===== config.mk =====
export PLATFORM = sky130hd
export DESIGN_NAME = dma_win_xlat
export DESIGN_NICKNAME = d
export VERILOG_FILES = /design/src/rtl/dma_win_pkg.sv /design/src/rtl/dma_win_regs.sv /design/src/rtl/dma_win_select.sv /design/src/rtl/dma_win_math.sv /design/src/rtl/dma_win_xlat.sv
export SDC_FILE = /design/constraint.sdc
export NUM_CORES = 1
export LEC_CHECK = 0
export BUFFER_PORTS_ARGS = -buffer_cell sky130_fd_sc_hd__buf_2
export CORE_MARGIN = 1
export CORE_UTILIZATION = 35
export CTS_CLUSTER_SIZE = 24
export DETAILED_ROUTE_END_ITERATION = 12
export SYNTH_ARGS = -nofsm -noshare
export SYNTH_HDL_FRONTEND = slang
export SYNTH_HIERARCHICAL = 1
export SYNTH_SLANG_ARGS = --single-unit

===== constraint.sdc =====
create_clock -name clk_i -period 7.8 [get_ports clk_i]
set_clock_uncertainty 0.05 [all_clocks]
set_input_delay 0.78 -clock clk_i [delete_from_list [all_inputs] [get_ports clk_i]]
set_output_delay 0.78 -clock clk_i [all_outputs]
set_load 0.01 [all_outputs]

===== src/rtl/dma_win_pkg.sv =====
package dma_win_pkg;
  localparam int unsigned REG_W = 64;
  localparam logic [REG_W-1:0] WIN_FIELD = 64'h0000_0000_7FF0_0000;
  localparam logic [REG_W-1:0] DIR_OFF   = 64'h0000_0000_000F_FFFF;
  localparam logic [REG_W-1:0] SG_TLOW   = 64'h0000_0000_0000_03FF;
  localparam logic [REG_W-1:0] SG_PAGE   = 64'h0000_0000_000F_E000;
  localparam int unsigned SG_SHIFT  = 10;
  localparam int unsigned PTE_SHIFT = 12;

  typedef struct packed {
    logic [REG_W-1:0] base;
    logic [REG_W-1:0] mask;
    logic [REG_W-1:0] tba;
  } win_cfg_t;

  typedef enum logic [1:0] {ST_IDLE, ST_MREQ, ST_WAIT} xlat_st_e;
endpackage


===== src/rtl/dma_win_regs.sv =====
module dma_win_regs
  import dma_win_pkg::*;
#(
  parameter int unsigned NUM_WIN = 4,
  parameter int unsigned IDX_W   = 4
) (
  input  logic                  clk_i,
  input  logic                  rst_ni,
  input  logic                  we_i,
  input  logic                  full_i,
  input  logic [IDX_W-1:0]      idx_i,
  input  logic [REG_W-1:0]      wdata_i,
  output logic [REG_W-1:0]      rdata_o,
  output win_cfg_t [NUM_WIN-1:0] cfg_o
);
  logic wr_ok;
  assign wr_ok = we_i & full_i;

  for (genvar w = 0; w < NUM_WIN; w++) begin : g_win
    localparam logic [IDX_W-1:0] I_BASE = IDX_W'(w);
    localparam logic [IDX_W-1:0] I_MASK = IDX_W'(NUM_WIN + w);
    localparam logic [IDX_W-1:0] I_TBA  = IDX_W'(2 * NUM_WIN + w);

    always_ff @(posedge clk_i or negedge rst_ni) begin
      if (!rst_ni) begin
        cfg_o[w] <= '0;
      end else if (wr_ok) begin
        if (idx_i == I_BASE) cfg_o[w].base <= wdata_i;
        if (idx_i == I_MASK) cfg_o[w].mask <= wdata_i;
        if (idx_i == I_TBA)  cfg_o[w].tba  <= wdata_i;
      end
    end
  end

  always_comb begin
    rdata_o = '0;
    for (int w = 0; w < NUM_WIN; w++) begin
      if (idx_i == IDX_W'(w))               rdata_o = cfg_o[w].base;
      if (idx_i == IDX_W'(NUM_WIN + w))     rdata_o = cfg_o[w].mask;
      if (idx_i == IDX_W'(2 * NUM_WIN + w)) rdata_o = cfg_o[w].tba;
    end
  end
endmodule


===== src/rtl/dma_win_select.sv =====
module dma_win_select
  import dma_win_pkg::*;
#(
  parameter int unsigned NUM_WIN = 4,
  parameter int unsigned BUS_W   = 32
) (
  input  logic [BUS_W-1:0]       bus_i,
  input  win_cfg_t [NUM_WIN-1:0] cfg_i,
  output logic                   hit_o,
  output win_cfg_t               cfg_o
);
  logic [REG_W-1:0]   bus64;
  logic [NUM_WIN-1:0] use_win;

  assign bus64 = REG_W'(bus_i);

  for (genvar w = 0; w < NUM_WIN; w++) begin : g_cmp
    logic [REG_W-1:0] cmp;
    assign cmp        = ~cfg_i[w].mask & WIN_FIELD;
    assign use_win[w] = (((bus64 ^ cfg_i[w].base) & cmp) == '0) & cfg_i[w].base[0];
  end

  // descending scan: lowest enabled match is written last
  always_comb begin
    hit_o = 1'b0;
    cfg_o = '0;
    for (int w = NUM_WIN - 1; w >= 0; w--) begin
      if (use_win[w]) begin
        hit_o = 1'b1;
        cfg_o = cfg_i[w];
      end
    end
  end
endmodule


===== src/rtl/dma_win_math.sv =====
module dma_win_math
  import dma_win_pkg::*;
#(
  parameter int unsigned BUS_W = 32,
  parameter int unsigned PA_W  = 34
) (
  input  win_cfg_t         cfg_i,
  input  logic [BUS_W-1:0] bus_i,
  output logic [PA_W-1:0]  direct_o,
  output logic [PA_W-1:0]  pte_addr_o
);
  logic [REG_W-1:0] bus64, fld, off_m, dir_full, tmask, bmask, pte_full;

  always_comb begin
    bus64    = REG_W'(bus_i);
    fld      = cfg_i.mask & WIN_FIELD;
    off_m    = fld | DIR_OFF;
    dir_full = (cfg_i.tba & ~off_m) | (bus64 & off_m);
    tmask    = ~((fld >> SG_SHIFT) | SG_TLOW);
    bmask    = fld | SG_PAGE;
    pte_full = (cfg_i.tba & tmask) | ((bus64 & bmask) >> SG_SHIFT);
  end

  assign direct_o   = dir_full[PA_W-1:0];
  assign pte_addr_o = pte_full[PA_W-1:0];
endmodule


===== src/rtl/dma_win_xlat.sv =====
module dma_win_xlat
  import dma_win_pkg::*;
#(
  parameter  int unsigned NUM_WIN = 4,
  parameter  int unsigned BUS_W   = 32,
  parameter  int unsigned PA_W    = 34,
  localparam int unsigned IDX_W   = $clog2(4 * NUM_WIN),
  localparam int unsigned OFF_W   = IDX_W + 6
) (
  input  logic             clk_i,
  input  logic             rst_ni,
  input  logic             reg_we_i,
  input  logic             reg_full_i,
  input  logic [OFF_W-1:0] reg_off_i,
  input  logic [63:0]      reg_wdata_i,
  output logic [63:0]      reg_rdata_o,
  input  logic             req_i,
  input  logic [BUS_W-1:0] bus_addr_i,
  output logic             busy_o,
  output logic             done_o,
  output logic             hit_o,
  output logic [PA_W-1:0]  dma_addr_o,
  output logic             mem_req_o,
  output logic [PA_W-1:0]  mem_addr_o,
  input  logic             mem_rvalid_i,
  input  logic [63:0]      mem_rdata_i
);
  win_cfg_t [NUM_WIN-1:0] cfg;
  win_cfg_t               sel_cfg;
  logic                   sel_hit;
  logic [PA_W-1:0]        direct_addr, pte_addr, pte_q;
  logic [BUS_W-1:0]       bus_q;
  logic [REG_W-1:0]       sg_full;
  xlat_st_e               st_q;

  dma_win_regs #(.NUM_WIN(NUM_WIN), .IDX_W(IDX_W)) u_regs (
    .clk_i   (clk_i),
    .rst_ni  (rst_ni),
    .we_i    (reg_we_i),
    .full_i  (reg_full_i),
    .idx_i   (reg_off_i[OFF_W-1:6]),
    .wdata_i (reg_wdata_i),
    .rdata_o (reg_rdata_o),
    .cfg_o   (cfg)
  );

  dma_win_select #(.NUM_WIN(NUM_WIN), .BUS_W(BUS_W)) u_sel (
    .bus_i (bus_addr_i),
    .cfg_i (cfg),
    .hit_o (sel_hit),
    .cfg_o (sel_cfg)
  );

  dma_win_math #(.BUS_W(BUS_W), .PA_W(PA_W)) u_math (
    .cfg_i      (sel_cfg),
    .bus_i      (bus_addr_i),
    .direct_o   (direct_addr),
    .pte_addr_o (pte_addr)
  );

  assign sg_full = ((mem_rdata_i & ~REG_W'(1)) << PTE_SHIFT) | REG_W'(bus_q[PTE_SHIFT-1:0]);

  always_ff @(posedge clk_i or negedge rst_ni) begin
    if (!rst_ni) begin
      st_q       <= ST_IDLE;
      done_o     <= 1'b0;
      hit_o      <= 1'b0;
      dma_addr_o <= '0;
      bus_q      <= '0;
      pte_q      <= '0;
    end else begin
      done_o <= 1'b0;
      unique case (st_q)
        ST_IDLE: if (req_i) begin
          bus_q <= bus_addr_i;
          if (!sel_hit) begin
            done_o     <= 1'b1;
            hit_o      <= 1'b0;
            dma_addr_o <= '0;
          end else if (sel_cfg.base[1]) begin
            pte_q <= pte_addr;
            st_q  <= ST_MREQ;
          end else begin
            done_o     <= 1'b1;
            hit_o      <= 1'b1;
            dma_addr_o <= direct_addr;
          end
        end
        ST_MREQ: st_q <= ST_WAIT;
        ST_WAIT: if (mem_rvalid_i) begin
          done_o     <= 1'b1;
          hit_o      <= 1'b1;
          dma_addr_o <= sg_full[PA_W-1:0];
          st_q       <= ST_IDLE;
        end
        default: st_q <= ST_IDLE;
      endcase
    end
  end

  assign busy_o     = (st_q != ST_IDLE);
  assign mem_req_o  = (st_q == ST_MREQ);
  assign mem_addr_o = pte_q;
endmodule


After elaboration in Yosys (flattened, before gate mapping)
Index checks and enable logic that the tools add are counted.

cells by class
  equal/unequal tests = 18
  muxes and demuxes = 40
  bitwise gates (word level) = 26
  reduce and logical (&&, ||, !) cells = 24

operators by type and width
  operator                                                          number
  64-bit two-way mux                                                12
  130-bit two-way mux                                               4
  64-bit by 31-bit bitwise AND with 64-bit output                   4
  64-bit zero test                                                  4
  32-bit by 64-bit XOR with 64-bit output                           4
  34-bit two-way mux                                                4
  31-bit NOT                                                        4
  34-bit bitwise AND                                                2
  34-bit one-hot mux with 2 select lines                            1
  32-bit by 31-bit bitwise AND with 32-bit output                   2
  21-bit NOT with 34-bit output                                     1
  31-bit NOT with 34-bit output                                     1
  34-bit by 12-bit bitwise OR with 34-bit output                    1
  34-bit by 22-bit bitwise OR with 34-bit output                    1
  34-bit bitwise OR                                                 1
  2-bit AND reduction                                               13
  4-bit by 3-bit == test with 1-bit output (second input constant)  4
  4-bit == test (second input constant)                             4
  1-bit two-way mux                                                 12
  4-bit AND reduction                                               3
  4-bit by 2-bit == test with 1-bit output (second input constant)  2
  2-bit two-way mux                                                 4
  2-bit != test (second input constant)                             4
  2-bit one-hot mux with 3 select lines                             1
  other kinds (9)                                                   15

word-level totals
  flip-flop bits (word level) = 852
  output and inout port bits = 136
  word-level logic and storage cells = 126

Longest topological paths before layout
Gate-level depths: netlist of the first run.

  depth after elaboration = 15
  gate-level depth with buffers = 16
  gate-level depth less buffers = 10

Modules after synthesis
Netlist of the first run, hierarchy kept.

by module, submodules not included
  module          instances  cells each  area an instance (um^2)
  dma_win_regs    1          2920        35863.1
  dma_win_select  1          1005        8494.4
  dma_win_xlat    1          243         3477.1
  dma_win_math    1          69          664.4

Worst setup path before layout of the first run
No wires, ideal clock.

  path kind = in2reg
  from = in bus_addr_i[23]
  to = reg dma_addr_o[0]
  library setup time = 137 ps
  arrival = 3227 ps
  required time = 7613 ps
  setup slack = 4385 ps
  stages on the path = 16
  buffers on the path = 6
  cell sequence = buf_6 xnor2_4 o22ai_2 nor4_4 o211ai_4 buf_12 buf_12 o2111ai_2 o221a_2 nand2_1 a22o_1 buf_2 nor2b_1 buf_2 buf_4 a2bb2oi_1

RTL lines
  item                    RTL line            RTL
  start: declaration      dma_win_xlat.sv:18  input logic [BUS_W-1:0] bus_addr_i,
  end signal: assignment  dma_win_xlat.sv:86  dma_addr_o <= direct_addr;
  end signal: assignment  dma_win_xlat.sv:93  dma_addr_o <= sg_full[PA_W-1:0];
  end: declaration        dma_win_xlat.sv:22  output logic [PA_W-1:0] dma_addr_o,

Worst setup path in the final report of the first run
  from = in reg_off_i[8]
  to = out reg_rdata_o[0]

on the way
  cells in the longest elaborated chain, start to end = 13
  elaborated cells between the ends (all ways) = 24

RTL lines
  item                  RTL line            RTL
  start: declaration    dma_win_xlat.sv:14  input logic [OFF_W-1:0] reg_off_i,
  4-bit zero test       dma_win_regs.sv:38  if (idx_i == IDX_W'(w)) rdata_o = cfg_o[w].base;
  64-bit two-way mux    dma_win_regs.sv:38
  64-bit two-way mux    dma_win_regs.sv:39  if (idx_i == IDX_W'(NUM_WIN + w)) rdata_o = cfg_o[w].mask;
  64-bit two-way mux    dma_win_regs.sv:40  if (idx_i == IDX_W'(2 * NUM_WIN + w)) rdata_o = cfg_o[w].tba;
  64-bit two-way mux    dma_win_regs.sv:38
  64-bit two-way mux    dma_win_regs.sv:39
  64-bit two-way mux    dma_win_regs.sv:40
  64-bit two-way mux    dma_win_regs.sv:38
  64-bit two-way mux    dma_win_regs.sv:39
  64-bit two-way mux    dma_win_regs.sv:40
  64-bit two-way mux    dma_win_regs.sv:38
  64-bit two-way mux    dma_win_regs.sv:39
  64-bit two-way mux *  dma_win_regs.sv:40
  end: declaration      dma_win_xlat.sv:16  output logic [63:0] reg_rdata_o,

Every way passes the cells marked *; elsewhere a longest branch is shown, timed or not.

==> impl_metrics.py, run 1 <==
metrics = {
    "floorplanning": {
        "die_width_um": 350.5,
        "ios": 312,
        "die_y_um": 350.5,
        "rows": 127,
        "initial_core_util_pct": 35.38,
        "design.core.area_mm2": 0.1201,
        "dieArea_mm2": 0.1228,
    },
    "cells_and_area": {
        "area_growth_pct": 11.56,
        "layout-drive-gt1-share_pct": 36.92,
        "design_area_mm2": 0.04741,
        "nets": 3693,
        "num-fill-cells": 11610,
    },
    "clock_network": {
        "hold_buffers": 0,
        "cts_buffer_depth": 3,
        "clock-sinks": 852,
        "clk_pin_slew_ps": 60,
        "post_cts_buffers": 0,
        "h-tree-depth": 3,
        "clk_latency_ps": 680,
        "clk_root_buffer_cell": "clkbuf_16",
        "cts_buffers": 97,
        "ctsResizeCount": 0,
        "tritoncts": "built",
    },
    "setup_path": {
        "reg2reg_from": "u_regs/cfg_o[151]",
        "r2r_slack_ps": 3320,
        "critical_path_required_ps": 6970,
        "cp.arrival_ps": 4170,
        "end_kind": "output pin",
        "startpoint_type": "input port",
        "cp_top_family": "buffers and inverters",
        "path_buf_inv": 3,
        "reg2reg_to": "dma_addr_o[30]",
        "path_class": "in2out",
        "crit_slowest_cell": "nor2b_4",
        "path_max_fanout": 96,
        "critical_path.cell_chain": "buf_6 > nor2b_4 > buf_12 > a21oi_1 > o21ai_0 > o211ai_1 > a31oi_1 > buf_2",
        "cpPeakStageDelay_ps": 990,
        "worstRegToRegCells": 12,
    },
    "global_routing": {
        "grt_pass1_vias": 29860,
        "grt_pass1_wl_um": 200800,
        "antenna_found_initial": 14,
        "grt_overflow_total": 0,
        "grt_usage_pct": 21.54,
        "grt_max_degree": 174,
    },
    "timing": {
        "worstMarginPinSlew_ps": 1256,
        "fin_setup_tns_ps": 0,
        "slew_violations": 0,
        "slew_headroom_pct": 16.06,
        "grt_setup_unrepaired": "no",
        "setup_viol": 0,
        "fin_crit_sh_pct": 64.09,
        "period_minus_slack_ps": 4999,
        "finalHoldViolCount": 0,
        "max_freq_ghz": 0.2000,
    },
    "drt": {
        "num_vias": 29870,
        "postRouteAntennaNets": 0,
        "drc": 0,
        "first_pass_iters": 7,
        "wl_per_cell_um": 25.88,
        "routed_via_density": 5.743,
        "wl_um": 134600,
        "drt_iter0_drc": 2769,
    },
    "pwr": {
        "power.leakage_uw": 0.02099,
        "power.density_mw_per_mm2": 255.1,
        "ir_worst_vdd_mv": 0.1726,
    },
    "place": {
        "gp_congestion": 0.8235,
        "hpwl_um": 78990,
        "portBuffers": 261,
        "placed_area_mm2": 0.04422,
    },
    "synth": {
        "syn_area_mm2": 0.04250,
        "ys.warnings.count": 6,
        "synth_cells": 3534,
        "synth.avg_cell_area_um2": 12.03,
    },
    "status": {
        "status": "complete, no violations",
    },
    "run": {
        "cap_violations": 0,
    },
    "worst_hold_path": {
        "worstHoldPathType": "in2async",
    },
}
## cell type report
type                            count  area (um^2)  share of cell area, %
Inverter                           46        187.7                 0.3959
Clock buffer                      141         2814                  5.935
Tap cell                         1612         2017                  4.254
Sequential cell                   852        21320                  44.97
Clock inverter                     27        364.1                 0.7680
Multi-Input combinational cell   2190        18780                  39.61
Antenna cell                        4        10.01                0.02111
Timing Repair Buffer              330         1921                  4.051
## state kept, by name, indices dropped and copies added (netlist names)
register	flops
bus_q	12
dma_addr_o	34
done_o	1
hit_o	1
mem_addr_o	34
st_q	2
u_regs/cfg_o	768
## power breakdown
group	switching [uW]	total, uW	internal (uW)
clock	1910	4580	2670
combinational	912	1830	918
sequential	469	5690	5220
## worst max path at each step
stage	start	end	slack, ps	cells after the start
2_1_floorplan	bus_addr_i[23]	dma_addr_o[0]	4470	16
3_3_place_gp	reg_off_i[8]	reg_rdata_o[0]	2690	8
3_5_place_dp	reg_off_i[8]	reg_rdata_o[0]	2710	8
4_1_cts	reg_off_i[8]	reg_rdata_o[0]	2700	8
5_1_grt	reg_off_i[8]	reg_rdata_o[0]	2690	8
6_report	reg_off_i[8]	reg_rdata_o[0]	2800	8
## placed cells by master (no fill, tap or decap), types with 5 or more instances in the layout
cell type / instances
dfrtp_1: 852
mux2_2: 710
buf_2: 257
o21ai_0: 192
a21oi_1: 186
mux2_1: 105
clkbuf_16: 98
o22ai_1: 81
nand2_1: 76
nor2_1: 72
nand2b_1: 65
buf_4: 65
a22oi_1: 65
mux2i_1: 64
o211ai_1: 62
a22o_1: 61
o31ai_1: 61
a31oi_1: 61
inv_1: 43
xnor2_1: 40
nand3_1: 38
o2111ai_2: 36
o221a_2: 36
a2bb2oi_1: 35
a221oi_1: 34
clkbuf_1: 23
clkbuf_8: 20
mux2_4: 18
clkinv_2: 13
nor2_4: 8
buf_12: 6
nor2b_1: 5
bufinv_16: 5
## through the flow
stage	utilization [%]	std cells	power, uW	hold WS [ps]	worst slack (ps)
4_1_cts	39.46	5198	12190	57.10	2700
6_report	39.47	5202	12100	62.57	2801
2_1_floorplan	-	3536	6941	402.4	4466
3_3_place_gp	36.81	5030	7513	413.2	2694
5_1_grt	39.46	5201	12620	102.4	2688
3_5_place_dp	36.81	5030	7591	423.4	2709
## metal layers
metal  vias to the layer above  GRT usage (%)  part of all wire (%)
met5                         -              0                 0.038
met4                         8          6.826                   2.8
met3                       240          3.881                   7.2
met2                      1158          35.29                    47
met1                     15530          28.73                    42
li1                      12940              -                     -
## worst reg2reg max path: stages, from the launching register on
cell	delay, ps
dfrtp_1	390
xnor2_1	130
o21ai_0	490
nor4_2	120
nand2_4	390
nand3_1	690
o221a_2	610
nand2_1	190
a22o_1	150
buf_4	360
nor2b_2	220
buf_4	370
a2bb2oi_1	230
No activity file was read; power rests on OpenSTA's default activity.
==> run 2, diff against run 1 <==
==> constraint.sdc (replaced) <==
create_clock -name clk_i -period 4.2 [get_ports clk_i]
set_clock_uncertainty 0.05 [all_clocks]
set_input_delay 0.42 -clock clk_i [delete_from_list [all_inputs] [get_ports clk_i]]
set_output_delay 0.42 -clock clk_i [all_outputs]
set_load 0.01 [all_outputs]
==> run 2 against run 1 <==
Effect of this change:
- power rose by 86%
- utilization grew 0.67 points
- first-iteration DRC count is 8.1% lower
- register-to-register slack got worse by 2500 ps
- sequential power grew 86%
- critical path depth unchanged
- flip-flop and latch count is the same
- die area unchanged
- largest cell class unchanged
- highest routed layer unchanged
==> impl_metrics.py, run 2 (synthesis gave the netlist of run 1 again) <==
metrics = {
    "setup_path": {
        "cp_top_family": "buffers and inverters",
        "crit_slowest_cell": "a31oi_1",
        "cp_common_cell": "buf_2",
        "critical_path.cell_chain": "buf_2 > buf_4 > nand2b_1 > nor2_4 > buf_12 > a21oi_1 > a31oi_1 > buf_2",
        "path_class": "in2out",
        "path_buf_inv": 4,
        "critical_path_required_ps": 3730,
        "end_kind": "output pin",
        "cp.arrival_ps": 3060,
        "path_max_fanout": 42,
        "startpoint_type": "input port",
        "cpPeakStageDelay_ps": 500,
    },
    "drt": {
        "drt_iter0_drc": 2544,
        "wl_um": 134600,
        "routed_via_density": 5.713,
        "postRouteAntennaNets": 0,
        "num_vias": 30110,
        "wl_per_cell_um": 25.54,
        "first_pass_iters": 5,
        "drc": 0,
    },
    "floorplanning": {
        "die_width_um": 350.5,
        "design.core.area_mm2": 0.1201,
        "dieArea_mm2": 0.1228,
        "ios": 312,
        "initial_core_util_pct": 35.38,
        "die_y_um": 350.5,
        "rows": 127,
    },
    "global_routing": {
        "grt_overflow_total": 0,
        "grt_pass1_wl_um": 201900,
        "grt_usage_pct": 21.66,
        "grt_max_degree": 94,
        "grt_pass1_vias": 30010,
        "antenna_found_initial": 13,
    },
    "cells_and_area": {
        "area_growth_pct": 13.45,
        "layout_common_cells": "852 x dfrtp_1, 710 x mux2_2, 257 x buf_2",
        "design_area_mm2": 0.04822,
        "fin_cells": 5271,
        "largest_register": "u_regs/cfg_o",
        "layout-drive-gt1-share_pct": 37.55,
        "num-fill-cells": 11560,
        "mostFrequentLayoutCell": "dfrtp_1",
        "nets": 3757,
        "largest_reg_flops": 768,
    },
    "place": {
        "placed_area_mm2": 0.04483,
        "dp.cells": 5074,
        "gp_congestion": 0.8270,
        "hpwl_um": 82690,
        "portBuffers": 261,
    },
    "timing": {
        "fin_crit_sh_pct": 84.02,
        "finalHoldViolCount": 0,
        "slew_headroom_pct": 19.78,
        "worstMarginPinSlew_ps": 1199,
        "setup_viol": 0,
        "max_freq_ghz": 0.2834,
        "period_minus_slack_ps": 3529,
        "fin_setup_tns_ps": 0,
        "slew_violations": 0,
        "grt_setup_unrepaired": "no",
    },
    "pwr": {
        "ir_worst_vdd_mv": 0.2711,
        "power.leakage_uw": 0.02139,
        "power.density_mw_per_mm2": 466.5,
    },
    "clock_network": {
        "cts_buffer_depth": 3,
        "h-tree-depth": 3,
        "clk_latency_ps": 670,
        "clock-sinks": 852,
        "cts_buffers": 94,
        "clk_root_buffer_cell": "clkbuf_16",
        "ctsResizeCount": 0,
        "clk_pin_slew_ps": 60,
        "tritoncts": "built",
    },
    "run": {
        "cap_violations": 0,
    },
    "status": {
        "status": "complete, no violations",
    },
    "worst_hold_path": {
        "worstHoldPathType": "in2reg",
    },
}
## run 2: cell types whose count changed in the layout (fill, tap and decap cells not counted), sizes merged
cell         previous run  this run
buf                   330       374
dlygate4sd3             0        23
clkbuf                141       138
bufinv                  6         8
clkinv                 17        19
clkinvlp                3         2
diode                   4         5
inv                    47        48
## run 2: power breakdown
part	internal [uW]	switching, uW	total, uW
clock	5020	3440	8460
sequential	9690	882	10600
combinational	1760	1690	3460
total	16500	6020	22500
## run 2: path summary, 6_finish.rpt
path | from | to | depth (start not counted) | slack [ps]
setup / recovery | reg_off_i[7] | reg_rdata_o[0] | 8 | 670
hold / removal | mem_rdata_i[1] | dma_addr_o[13] | 3 | 40
setup reg to reg | u_regs/cfg_o[158] | dma_addr_o[21] | 12 | 790
hold reg to reg | u_regs/cfg_o[735] | u_regs/cfg_o[735] | 1 | 430
max in group asynchronous | rst_ni | u_regs/cfg_o[389] | 4 | 2570
min in group asynchronous | rst_ni | u_regs/cfg_o[718] | 2 | 350
## run 2: area by class of cell
class,instances,area [um^2],share of cell area [%]
Sequential cell,852,21320,44.22
Multi-Input combinational cell,2190,18780,38.94
Clock buffer,138,2791,5.790
Timing Repair Buffer,397,2756,5.717
Tap cell,1612,2017,4.183
Clock inverter,31,354.1,0.7344
Inverter,46,187.7,0.3893
Antenna cell,5,12.51,0.02595
## run 2: routing by layer
metal / vias to the layer above / track usage [%] / routed length [um]
li1: 13060 / - / -
met1: 15800 / 29.09 / 58670
met2: 1012 / 35.64 / 63730
met3: 232 / 3.457 / 8225
met4: 10 / 6.764 / 3953
met5: - / 0 / 61
## run 2: worst min-delay path, stage by stage
cell and delay, ps:
buf_2 80, a221oi_1 60, a2bb2oi_1 140
## run 2: per-stage QoR
step	hold slack, ps	worst slack (ps)	utilization [%]	total power (uW)
2_1_floorplan	74.41	1226	-	12890
3_3_place_gp	412.6	556.3	37.32	14030
3_5_place_dp	419.4	564.5	37.32	14170
4_1_cts	0.7868	588.9	40.13	22680
5_1_grt	39.97	610.3	40.13	23500
6_report	35.69	671.0	40.14	22490
## run 2: timing repair
item / 4_1_cts / 5_1_grt
setup endpoints to repair: 0 / 0
hold buffers: 23 / 0
buffers inserted: 0 / 0
endpoints found under the hold margin: 94 / 0
